### config.mk
export PLATFORM = sky130hd
export DESIGN_NAME = nand_cmd_seq
export DESIGN_NICKNAME = d
export VERILOG_FILES = /design/src/rtl/nand_seq_pkg.sv /design/src/rtl/nand_strobe_cap.sv /design/src/rtl/nand_busy_timer.sv /design/src/rtl/nand_page_store.sv /design/src/rtl/nand_cmd_seq.sv
export SDC_FILE = /design/constraint.sdc
export NUM_CORES = 2
export LEC_CHECK = 0
export BUFFER_PORTS_ARGS = -buffer_cell sky130_fd_sc_hd__buf_2
export CORE_MARGIN = 1
export CORE_UTILIZATION = 64
export CTS_CLUSTER_SIZE = 14
export DETAILED_ROUTE_END_ITERATION = 6
export GPL_TIMING_DRIVEN = 1
export MAX_ROUTING_LAYER = met4
export PLACE_DENSITY = 0.79
export SETUP_SLACK_MARGIN = 0.4
export SKIP_CTS_REPAIR_TIMING = 1
export SYNTH_ARGS = -nofsm -noshare
export SYNTH_HDL_FRONTEND = slang
export SYNTH_HIERARCHICAL = 1
export SYNTH_SLANG_ARGS = --single-unit
### constraint.sdc
create_clock -name clk -period 15.05 [get_ports clk]
set_clock_uncertainty 0.15 [all_clocks]
set_input_delay 0.7525 -clock clk [delete_from_list [all_inputs] [get_ports clk]]
set_output_delay 0.7525 -clock clk [all_outputs]
set_load 0.01 [all_outputs]
### src/rtl/nand_seq_pkg.sv
package nand_seq_pkg;

    typedef enum logic [3:0] {
        S_IDLE, S_RD_ADR, S_RD_CONF, S_PG_ADR, S_PG_DATA, S_RIN_ADR,
        S_ER_ADR, S_ER_CONF, S_BUSY, S_RD_OUT, S_ROUT_ADR, S_ROUT_CONF,
        S_CB_HOLD
    } seq_state_e;

    typedef enum logic [1:0] {
        OP_READ, OP_CBREAD, OP_PROG, OP_ERASE
    } array_op_e;

    typedef struct packed {
        logic       is_cmd;
        logic       is_adr;
        logic       is_dat;
        logic [7:0] val;
    } bus_cycle_t;

    localparam logic [7:0] OPC_READ_SETUP  = 8'h00;
    localparam logic [7:0] OPC_READ_GO     = 8'h30;
    localparam logic [7:0] OPC_CB_GO       = 8'h35;
    localparam logic [7:0] OPC_PROG_SETUP  = 8'h80;
    localparam logic [7:0] OPC_PROG_GO     = 8'h10;
    localparam logic [7:0] OPC_RAND_IN     = 8'h85;
    localparam logic [7:0] OPC_RAND_OUT    = 8'h05;
    localparam logic [7:0] OPC_RAND_OUT_GO = 8'hE0;
    localparam logic [7:0] OPC_ERASE_SETUP = 8'h60;
    localparam logic [7:0] OPC_ERASE_GO    = 8'hD0;
    localparam logic [7:0] OPC_STATUS      = 8'h70;
    localparam logic [7:0] OPC_RESET       = 8'hFF;

    function automatic logic [7:0] status_byte(input logic ready, input logic fail);
        return {1'b0, ready, 5'b00000, fail};
    endfunction

endpackage

### src/rtl/nand_strobe_cap.sv
module nand_strobe_cap
    import nand_seq_pkg::*;
(
    input  logic       clk,
    input  logic       rst,
    input  logic       ce_n,
    input  logic       cle,
    input  logic       ale,
    input  logic       we_n,
    input  logic       re_n,
    input  logic [7:0] din,
    output bus_cycle_t cyc,
    output logic       rd_adv
);
    logic we_q, re_q, we_rise;

    always_ff @(posedge clk) begin
        if (rst) begin
            we_q <= 1'b1;
            re_q <= 1'b1;
        end else begin
            we_q <= we_n;
            re_q <= re_n;
        end
    end

    assign we_rise = !we_q && we_n && !ce_n;

    always_comb begin
        cyc.is_cmd = we_rise && cle && !ale;
        cyc.is_adr = we_rise && ale && !cle;
        cyc.is_dat = we_rise && !ale && !cle;
        cyc.val    = din;
    end

    assign rd_adv = !re_q && re_n && !ce_n;

    // a captured cycle needs the previous strobe sample low
    assert_capture_edge_R1: assert property (@(posedge clk) disable iff (rst)
        (cyc.is_cmd || cyc.is_adr || cyc.is_dat) |=> !$past(we_q));

endmodule

### src/rtl/nand_busy_timer.sv
module nand_busy_timer #(
    parameter int TW = 8
) (
    input  logic          clk,
    input  logic          rst,
    input  logic          load,
    input  logic [TW-1:0] load_val,
    input  logic          clr,
    output logic          done
);
    logic [TW-1:0] cnt;

    always_ff @(posedge clk) begin
        if (rst || clr)        cnt <= '0;
        else if (load)         cnt <= load_val;
        else if (cnt != '0)    cnt <= cnt - 1'b1;
    end

    assign done = (cnt == TW'(1)) && !clr;

    // a running interval counts down by one each cycle
    assert_count_down_R10: assert property (@(posedge clk) disable iff (rst)
        (cnt != '0 && !clr && !load) |=> (cnt == $past(cnt) - 1'b1));

endmodule

### src/rtl/nand_page_store.sv
module nand_page_store #(
    parameter int COL_BITS    = 4,
    parameter int PAGE_BITS   = 3,
    parameter int BLK_PG_BITS = 1
) (
    input  logic                 clk,
    input  logic                 rst,
    input  logic                 buf_fill,
    input  logic                 buf_wr,
    input  logic [COL_BITS-1:0]  wr_col,
    input  logic [7:0]           wr_byte,
    input  logic                 buf_load,
    input  logic                 arr_prog,
    input  logic                 arr_erase,
    input  logic [PAGE_BITS-1:0] page_idx,
    input  logic [COL_BITS-1:0]  rd_col,
    output logic [7:0]           rd_byte
);
    localparam int BYTES = 1 << COL_BITS;
    localparam int PAGES = 1 << PAGE_BITS;

    logic [7:0] arr  [PAGES][BYTES];
    logic [7:0] pbuf [BYTES];

    function automatic logic [PAGE_BITS-1:0] blk_of(input logic [PAGE_BITS-1:0] p);
        return p >> BLK_PG_BITS;
    endfunction

    always_ff @(posedge clk) begin
        if (rst) begin
            for (int b = 0; b < BYTES; b++) pbuf[b] <= 8'hFF;
        end else if (buf_fill) begin
            for (int b = 0; b < BYTES; b++) pbuf[b] <= 8'hFF;
        end else if (buf_wr) begin
            pbuf[wr_col] <= wr_byte;
        end else if (buf_load) begin
            for (int b = 0; b < BYTES; b++) pbuf[b] <= arr[page_idx][b];
        end
    end

    always_ff @(posedge clk) begin
        if (rst) begin
            for (int p = 0; p < PAGES; p++)
                for (int b = 0; b < BYTES; b++) arr[p][b] <= 8'hFF;
        end else if (arr_prog) begin
            for (int b = 0; b < BYTES; b++) arr[page_idx][b] <= pbuf[b];
        end else if (arr_erase) begin
            for (int p = 0; p < PAGES; p++)
                if (blk_of(PAGE_BITS'(p)) == blk_of(page_idx))
                    for (int b = 0; b < BYTES; b++) arr[p][b] <= 8'hFF;
        end
    end

    assign rd_byte = pbuf[rd_col];

    // program and erase never commit in the same cycle
    assert_single_commit_R8: assert property (@(posedge clk) disable iff (rst)
        !(arr_prog && arr_erase));

endmodule

### src/rtl/nand_cmd_seq.sv
module nand_cmd_seq
    import nand_seq_pkg::*;
#(
    parameter int COL_BITS    = 4,
    parameter int PAGE_BITS   = 3,
    parameter int BLK_PG_BITS = 1,
    parameter int READ_CYC    = 12,
    parameter int PROG_CYC    = 40,
    parameter int ERASE_CYC   = 60
) (
    input  logic       clk,
    input  logic       rst,
    input  logic       ce_n,
    input  logic       cle,
    input  logic       ale,
    input  logic       we_n,
    input  logic       re_n,
    input  logic [7:0] din,
    output logic [7:0] dout,
    output logic       rb
);
    localparam int MAXC = (ERASE_CYC > PROG_CYC) ?
                          ((ERASE_CYC > READ_CYC) ? ERASE_CYC : READ_CYC) :
                          ((PROG_CYC > READ_CYC) ? PROG_CYC : READ_CYC);
    localparam int TW    = $clog2(MAXC + 1);
    localparam int ROW_W = 24;

    bus_cycle_t          cyc;
    logic                rd_adv;
    seq_state_e          state;
    array_op_e           op;
    logic [2:0]          adr_cnt;
    logic [COL_BITS-1:0] col;
    logic [ROW_W-1:0]    row;
    logic                data_seen, stat_mode, fail;
    logic                timer_done, timer_load, busy, rst_cmd, oor;
    logic                go_read, go_cb, go_prog, go_erase;
    logic [TW-1:0]       load_val;
    logic                buf_fill, buf_wr, buf_load, arr_prog, arr_erase;
    logic [7:0]          rd_byte;

    nand_strobe_cap u_cap (
        .clk(clk), .rst(rst), .ce_n(ce_n), .cle(cle), .ale(ale),
        .we_n(we_n), .re_n(re_n), .din(din), .cyc(cyc), .rd_adv(rd_adv)
    );

    assign busy    = (state == S_BUSY);
    assign rst_cmd = cyc.is_cmd && (cyc.val == OPC_RESET);
    assign oor     = |row[ROW_W-1:PAGE_BITS];

    always_comb begin
        go_read  = cyc.is_cmd && state == S_RD_CONF && cyc.val == OPC_READ_GO;
        go_cb    = cyc.is_cmd && state == S_RD_CONF && cyc.val == OPC_CB_GO;
        go_prog  = cyc.is_cmd && state == S_PG_DATA && data_seen && cyc.val == OPC_PROG_GO;
        go_erase = cyc.is_cmd && state == S_ER_CONF && cyc.val == OPC_ERASE_GO;
        timer_load = go_read || go_cb || go_prog || go_erase;
        if (go_prog)       load_val = TW'(PROG_CYC);
        else if (go_erase) load_val = TW'(ERASE_CYC);
        else               load_val = TW'(READ_CYC);
    end

    nand_busy_timer #(.TW(TW)) u_timer (
        .clk(clk), .rst(rst), .load(timer_load), .load_val(load_val),
        .clr(rst_cmd), .done(timer_done)
    );

    always_comb begin
        buf_fill  = cyc.is_cmd && !busy && cyc.val == OPC_PROG_SETUP;
        buf_wr    = cyc.is_dat && state == S_PG_DATA;
        buf_load  = timer_done && busy && (op == OP_READ || op == OP_CBREAD);
        arr_prog  = timer_done && busy && op == OP_PROG && !oor;
        arr_erase = timer_done && busy && op == OP_ERASE && !oor;
    end

    nand_page_store #(
        .COL_BITS(COL_BITS), .PAGE_BITS(PAGE_BITS), .BLK_PG_BITS(BLK_PG_BITS)
    ) u_store (
        .clk(clk), .rst(rst), .buf_fill(buf_fill), .buf_wr(buf_wr),
        .wr_col(col), .wr_byte(cyc.val), .buf_load(buf_load),
        .arr_prog(arr_prog), .arr_erase(arr_erase),
        .page_idx(row[PAGE_BITS-1:0]), .rd_col(col), .rd_byte(rd_byte)
    );

    always_ff @(posedge clk) begin
        if (rst) begin
            state     <= S_IDLE;
            op        <= OP_READ;
            adr_cnt   <= '0;
            col       <= '0;
            row       <= '0;
            data_seen <= 1'b0;
            stat_mode <= 1'b0;
            fail      <= 1'b0;
        end else if (rst_cmd) begin
            state     <= S_IDLE;
            adr_cnt   <= '0;
            data_seen <= 1'b0;
            stat_mode <= 1'b0;
            fail      <= 1'b0;
        end else begin
            if (timer_done && busy) begin
                unique case (op)
                    OP_READ:   state <= S_RD_OUT;
                    OP_CBREAD: state <= S_CB_HOLD;
                    default: begin
                        state <= S_IDLE;
                        fail  <= oor;
                    end
                endcase
            end
            if (cyc.is_cmd) begin
                if (cyc.val == OPC_STATUS) begin
                    stat_mode <= 1'b1;
                end else if (!busy) begin
                    stat_mode <= 1'b0;
                    adr_cnt   <= '0;
                    unique case (cyc.val)
                        OPC_READ_SETUP: state <= S_RD_ADR;
                        OPC_PROG_SETUP: begin
                            state     <= S_PG_ADR;
                            data_seen <= 1'b0;
                        end
                        OPC_ERASE_SETUP: state <= S_ER_ADR;
                        OPC_READ_GO, OPC_CB_GO: begin
                            state <= (state == S_RD_CONF) ? S_BUSY : S_IDLE;
                            op    <= (cyc.val == OPC_CB_GO) ? OP_CBREAD : OP_READ;
                        end
                        OPC_RAND_IN: begin
                            if (state == S_PG_DATA) state <= S_RIN_ADR;
                            else if (state == S_CB_HOLD) begin
                                state     <= S_PG_ADR;
                                data_seen <= 1'b1;
                            end else state <= S_IDLE;
                        end
                        OPC_PROG_GO: begin
                            state <= go_prog ? S_BUSY : S_IDLE;
                            op    <= OP_PROG;
                        end
                        OPC_ERASE_GO: begin
                            state <= go_erase ? S_BUSY : S_IDLE;
                            op    <= OP_ERASE;
                        end
                        OPC_RAND_OUT:
                            state <= (state == S_RD_OUT) ? S_ROUT_ADR : S_IDLE;
                        OPC_RAND_OUT_GO:
                            state <= (state == S_ROUT_CONF) ? S_RD_OUT : S_IDLE;
                        default: state <= S_IDLE;
                    endcase
                end
            end else if (cyc.is_adr) begin
                adr_cnt <= adr_cnt + 1'b1;
                unique case (state)
                    S_RD_ADR, S_PG_ADR: begin
                        unique case (adr_cnt)
                            3'd0: col <= COL_BITS'({8'h00, cyc.val});
                            3'd1: col <= col | COL_BITS'({cyc.val, 8'h00});
                            3'd2: row[7:0]   <= cyc.val;
                            3'd3: row[15:8]  <= cyc.val;
                            default: begin
                                row[23:16] <= cyc.val;
                                state <= (state == S_RD_ADR) ? S_RD_CONF : S_PG_DATA;
                            end
                        endcase
                    end
                    S_ER_ADR: begin
                        unique case (adr_cnt)
                            3'd0: row[7:0]  <= cyc.val;
                            3'd1: row[15:8] <= cyc.val;
                            default: begin
                                row[23:16] <= cyc.val;
                                state <= S_ER_CONF;
                            end
                        endcase
                    end
                    S_RIN_ADR, S_ROUT_ADR: begin
                        if (adr_cnt == 3'd0) col <= COL_BITS'({8'h00, cyc.val});
                        else begin
                            col   <= col | COL_BITS'({cyc.val, 8'h00});
                            state <= (state == S_RIN_ADR) ? S_PG_DATA : S_ROUT_CONF;
                        end
                    end
                    default: ;
                endcase
            end else if (buf_wr) begin
                col       <= col + 1'b1;
                data_seen <= 1'b1;
            end
            if (rd_adv && state == S_RD_OUT && !stat_mode) col <= col + 1'b1;
        end
    end

    assign rb   = !busy;
    assign dout = stat_mode ? status_byte(rb, fail) : rd_byte;

    // busy persists until the interval ends or a reset command arrives
    assert_busy_holds_R10: assert property (@(posedge clk) disable iff (rst)
        (busy && !timer_done && !rst_cmd) |=> !rb);

    // a program confirm outside data entry leaves the block ready
    assert_stray_confirm_R5: assert property (@(posedge clk) disable iff (rst)
        (!busy && cyc.is_cmd && cyc.val == OPC_PROG_GO && state != S_PG_DATA) |=> rb);

    // a read confirm while addresses are still expected starts nothing
    assert_short_address_R3: assert property (@(posedge clk) disable iff (rst)
        (cyc.is_cmd && cyc.val == OPC_READ_GO && state == S_RD_ADR) |=> rb);

    // reset command always leaves the block ready
    assert_reset_ready_R12: assert property (@(posedge clk) disable iff (rst)
        rst_cmd |=> (rb && !fail));

    // the ready bit of the status byte follows the ready/busy pin
    assert_status_ready_R11: assert property (@(posedge clk) disable iff (rst)
        stat_mode |-> (dout[6] == rb));

endmodule

==> Word level (Yosys, flattened, before mapping) <==
Memory sizes are Yosys's and may differ from the RTL's. A register that Yosys moved wholly into a read port is not among the register bits.
Cells that the tools add are included.
{ "op_classes": {"addsub": 3, "eq_ne": 49, "muxes": 261, "n_bitwise": 165, "reduce_logical": 76} }
{ "ops": {"columns": ["operator", "n"], "rows": [
  ["2-to-1 mux 8 bit", 168],
  ["OR 1 bit", 160],
  ["2-to-1 mux 128 bit", 1],
  ["OR reduction 128 bit", 1],
  ["2-to-1 mux 4 bit", 23],
  ["2-to-1 mux 1 bit", 48],
  ["one-hot mux 24 bit (2 select lines)", 1],
  ["equality test 8 bit (second input constant)", 5],
  ["one-hot mux 4 bit (9 select lines)", 1],
  ["logical AND 1 bit", 31],
  ["2-to-1 mux 3 bit", 9],
  ["2-to-1 mux 6 bit", 4],
  ["OR reduction 21 bit", 1],
  ["equality test 4 bit (second input constant)", 5],
  ["AND reduction 6 bit", 3],
  ["equality test 4 x 3 -> 1 bit (second input constant)", 4],
  ["equality test 8 x 6 -> 1 bit (second input constant)", 2],
  ["equality test 8 x 7 -> 1 bit (second input constant)", 2],
  ["2-to-1 mux 16 bit", 1],
  ["!= test 2 bit (second input constant)", 8],
  ["one-hot mux 4 bit (3 select lines)", 1],
  ["OR reduction 2 bit", 6],
  ["AND reduction 5 bit", 2],
  ["logical NOT 1 bit", 9],
  ["35 further kinds", 58]
]} }
{ "totals": {"regBits": 48, "mem_bits_rw": 1152, "input_bits": 15, "output_inout_bits": 9, "wordCells": 569, "n_memories": 2} }
{ "mem_list": {"columns": ["name", "depth", "width", "read_ports", "rd_ports_with_merged_regs", "wr", "line_no", "rtl"], "rows": [
  ["u_store.arr", 8, 128, 1, 1, 8, "nand_page_store.sv:22", "logic [7:0] arr [PAGES][BYTES];"],
  ["u_store.pbuf", 16, 8, 17, 1, 16, "nand_page_store.sv:23", "logic [7:0] pbuf [BYTES];"]
]} }

==> Longest topological paths before layout <==
{ "logic_depth": {"ltp_word": 17, "depth_mapped": 14, "depth_no_buf": 12} }

==> By module <==
Netlist, hierarchy kept.
{ "modules_own_cells": {"columns": ["mod", "instances", "cells_each", "area_per_inst_um2", "seq_area_each_um2"], "rows": [
  ["nand_page_store", 1, 4882, 51688.3, 29548.3],
  ["nand_cmd_seq", 1, 315, 2558.7, 800.8],
  ["nand_busy_timer", 1, 45, 385.4, 120.1],
  ["nand_strobe_cap", 1, 18, 160.2, 40.0]
]} }

==> Least setup slack after synthesis <==
Ideal clock, no wire load.
{ "synth_timing": {"kind": "in2reg", "from": "input din[7]", "to": "memory u_store/arr[1][0] (netlist name), enable pin", "setup_ps": 642, "arrival_time_ps": 8304, "required_time_ps": 14258, "slack_ps": 5954, "stages": 9, "n_path_buf": 2, "path_cell_list": "buf_4 > clkbuf_1 > nand4_1 > nor3_1 > and3b_1 > nand3_1 > nor4_1 > a21oi_1 > o21bai_1"} }
{ "synth_rtl": {"columns": ["element", "line_no", "rtl"], "rows": [
  ["from (decl)", "nand_cmd_seq.sv:18", "input logic [7:0] din,"],
  ["to (decl)", "nand_page_store.sv:22", null]
]} }

==> flow_summary.yaml <==
outcome:
  status: "complete, but fails checks"
  violations: "design-rule violations"
worst_setup_path:
  path_cells: "nor4_1, and3b_1, nand3_1, nor4_1, nand3b_1, nor2_4, buf_4, buf_4, nor3_1, o21ai_0"
  startpoint_type: "register"
  critPathKind: "register to register"
  path_max_fanout: 49
  worst_path_largest_cell_delay_ns: 1.07
  cpMaxStageDelayCell: "nor2_4"
  arrival_ns: 7.35
  cp.required_ns: 15.50
  endpoint_kind: "register"
power:
  peakVddDrop_mv: 0.0933
  p_int_uw: 5100
  pwr-share-comb_pct: 2.5
  powerDensity_mw_per_mm2: 111
  p_switching_uw: 1410
  leakage_uw: 0.0160
  p_sw_share_pct: 21.7
  seq_power_share_pct: 53.0
  clkPwrFrac_pct: 44.5
timing:
  finalMaxSlewViolations: 0
  finalSetupTns_ns: 0
  tightest_slew_ns: 1.29
  slew_headroom_pct: 14.2
  period_needed_ns: 6.90
  hold_viol: 0
  setup_viol: 0
  whs_ns: 0.107
  rsz0062_at_grt: "no"
  setup_ws_ns: 8.15
  fmax_mhz: 145
  post-route-period-util_pct: 45.8
synth:
  yosysTopAreaCell: "edfxtp_1"
  seq_area_frac_synth_pct: 55.7
  synth_edf_count: 648
  yosysTopAreaCellShare_pct: 35.5
  synthTopCellsByArea: "edfxtp_1, dfxtp_1, nor3_1, nor2_1, o21ai_0"
  avgSynthCellArea_um2: 10.4
  synth_ff_type: "edfxtp_1"
  ys_ff_latch: 1200
  synth_area_mm2: 0.0548
  synthDistinctLibCells: 82
  synth_cells: 5260
  yosysWarnings: 6
  synth-async-reset-ratio_pct: 0
final_layout:
  stdcell_area_mm2: 0.0586
  nNetsFinal: 4991
  fillers: 6120
  syn_to_final_growth_pct: 6.91
  register_area_mm2: 0.0305
  drive_above_1_share_pct: 15.3
  fin_cells: 6211
  multi_input_area_mm2: 0.0220
cts:
  insertion_delay_ns: 0.71
  cts.sinks: 1200
  cts_buffer_depth: 3
  cts_buffers: 117
  htree_levels: 3
  cts_tree: "yes"
  clock-root-buffer: "clkbuf_16"
  clk_pin_slew_ns: 0.07
detailed_routing:
  drt_first_pass_iters: 7
  via_count: 44300
  drc_errors: 12
  drt_iter0_drc: 7264
  routed_wl_um: 183000
  via_per_inst: 7.13
  wire_per_inst_um: 29.4
  ant_nets: 0
place:
  portBuffers: 23
  place_congestion: 0.898
  dp.cells: 5982
  place_area_mm2: 0.0548
  hpwl_um: 93700
  pre_cts_ws_ns: 8.17
global_route:
  antenna_found_initial: 6
  grt_pass1_wl_um: 269000
  gr-usage-all-layers_pct: 42.8
  grt_start_max_net_pins: 122
  grt_pass1_vias: 42200
  grt_overflow_total: 0
die:
  die_h_um: 295
  fp.coreArea_mm2: 0.0842
  die_x_um: 295
  fp-row-count: 106
  die-area_mm2: 0.0868
  start_util_pct: 65.1
  io_pins: 24
run:
  maxCapViolCount: 0
min_path:
  holdCritPathClass: "input port to register"
==> kinds of logic after synthesis <==
group           share of synthesized area, %
compound gates                          14.1
xor+xnor                              0.0320
fa+ha+maj                              0.206
buf+inv                                 4.52
flops                                   55.7
mux                                     7.27
other cells                           0.0137
simple gates                            18.2
==> worst paths after layout <==
| path | startpoint | end | slack (ns) | cells after the start |
|---|---|---|---|---|
| worst max-delay path | u_timer/cnt[2] | u_store/arr[4][36] | 8.15 | 10 |
| worst max register to register | u_timer/cnt[2] | u_store/arr[4][36] | 8.15 | 10 |
| worst min-delay path | re_n | u_cap/re_q | 0.11 | 2 |
| worst min register to register | u_timer/cnt[5] | u_timer/cnt[5] | 0.35 | 2 |
==> power by group through the flow <==
| stage | clock (uW) | sequential (uW) | combinational [uW] |
|---|---|---|---|
| detailed placement | 0 | 3520 | 152 |
| finish | 2900 | 3450 | 160 |
| global placement | 0 | 3520 | 151 |
| CTS | 2890 | 3450 | 153 |
| floorplan | 0 | 3530 | 95.1 |
| global route | 3030 | 3450 | 162 |
==> synthesized netlist by cell type (4+ instances only) <==
| library cell | number |
|---|---|
| edfxtp_1 | 648 |
| nor2_1 | 648 |
| dfxtp_1 | 552 |
| nor3_1 | 523 |
| o21ai_0 | 483 |
| clkbuf_1 | 277 |
| nand2b_1 | 269 |
| or2_2 | 262 |
| mux2i_1 | 175 |
| buf_2 | 167 |
| nand2_1 | 148 |
| mux2_2 | 107 |
| a21oi_1 | 102 |
| a221oi_1 | 91 |
| a22oi_1 | 91 |
| o21ai_1 | 68 |
| o2bb2ai_1 | 51 |
| a31oi_1 | 50 |
| a22o_1 | 47 |
| buf_4 | 45 |
| mux4_2 | 45 |
| o22ai_1 | 36 |
| nand3_1 | 31 |
| nor2b_1 | 28 |
| o221ai_1 | 27 |
| buf_1 | 25 |
| o22a_1 | 24 |
| o21a_1 | 22 |
| o32a_1 | 22 |
| a221oi_2 | 21 |
| a21o_1 | 14 |
| inv_1 | 13 |
| or3_1 | 11 |
| buf_6 | 10 |
| nand4_1 | 10 |
| nor4_1 | 10 |
| and2_1 | 9 |
| ha_1 | 9 |
| or2_1 | 9 |
| and3_1 | 6 |
| a221o_1 | 5 |
| o31ai_1 | 5 |
| nor3b_1 | 4 |
| o211ai_1 | 4 |
| or4_1 | 4 |
==> layout make-up <==
cell class | count | share of cell area [%]
clock inverter | 48 | 0.669
tap | 1134 | 2.42
inverter | 15 | 0.100
multi-input combinational | 3522 | 37.6
antenna | 7 | 0.0299
clock buffer | 174 | 5.73
timing repair buffer | 111 | 1.34
sequential | 1200 | 52.1
==> critical path: cells and delay by family, from the launching register on <==
kind,cells,cell delay (ns)
buffers and inverters,2,1.57
AO/OA/AOI/OAI,1,0.25
AND/OR/NAND/NOR,7,4.43
flip-flops,1,0.36
==> cells in the final DEF (no fill, tap or decap), types with 50 or more instances in the layout <==
| cell type | count |
|---|---|
| a21oi_1 | 102 |
| a221oi_1 | 91 |
| a22oi_1 | 91 |
| a31oi_1 | 50 |
| buf_4 | 88 |
| clkbuf_16 | 119 |
| dfxtp_1 | 547 |
| edfxtp_1 | 648 |
| mux2_2 | 107 |
| mux2i_1 | 175 |
| nand2_1 | 143 |
| nand2b_1 | 269 |
| nor2_1 | 643 |
| nor3_1 | 519 |
| o21ai_0 | 483 |
| o21ai_1 | 68 |
| o2bb2ai_1 | 51 |
| or2_2 | 262 |
==> sequential cells by signal (all words and copies together), names as in the netlist <==
name,flops
u_store/arr,1024
u_store/pbuf,128
row,24
u_timer/cnt,6
col,4
state,4
adr_cnt,3
op,2
data_seen,1
fail,1
stat_mode,1
u_cap/re_q,1
u_cap/we_q,1
==> stage by stage <==
step	power (uW)	utilization (%)
detailed placement	3680	65.1
floorplan	3630	-
CTS	6500	69.5
global route	6640	69.6
finish	6510	69.6
global placement	3670	65.1
==> metal layers <==
metal | GRT usage [%] | wire length [um] | vias to the layer above
met5 | - | 0 | -
met4 | 23.0 | 10900 | 0
met3 | 11.4 | 29500 | 787
met2 | 62.8 | 79400 | 3919
met1 | 54.3 | 62900 | 21100
li1 | - | - | 18500
Power figures use the tool's default switching activity.
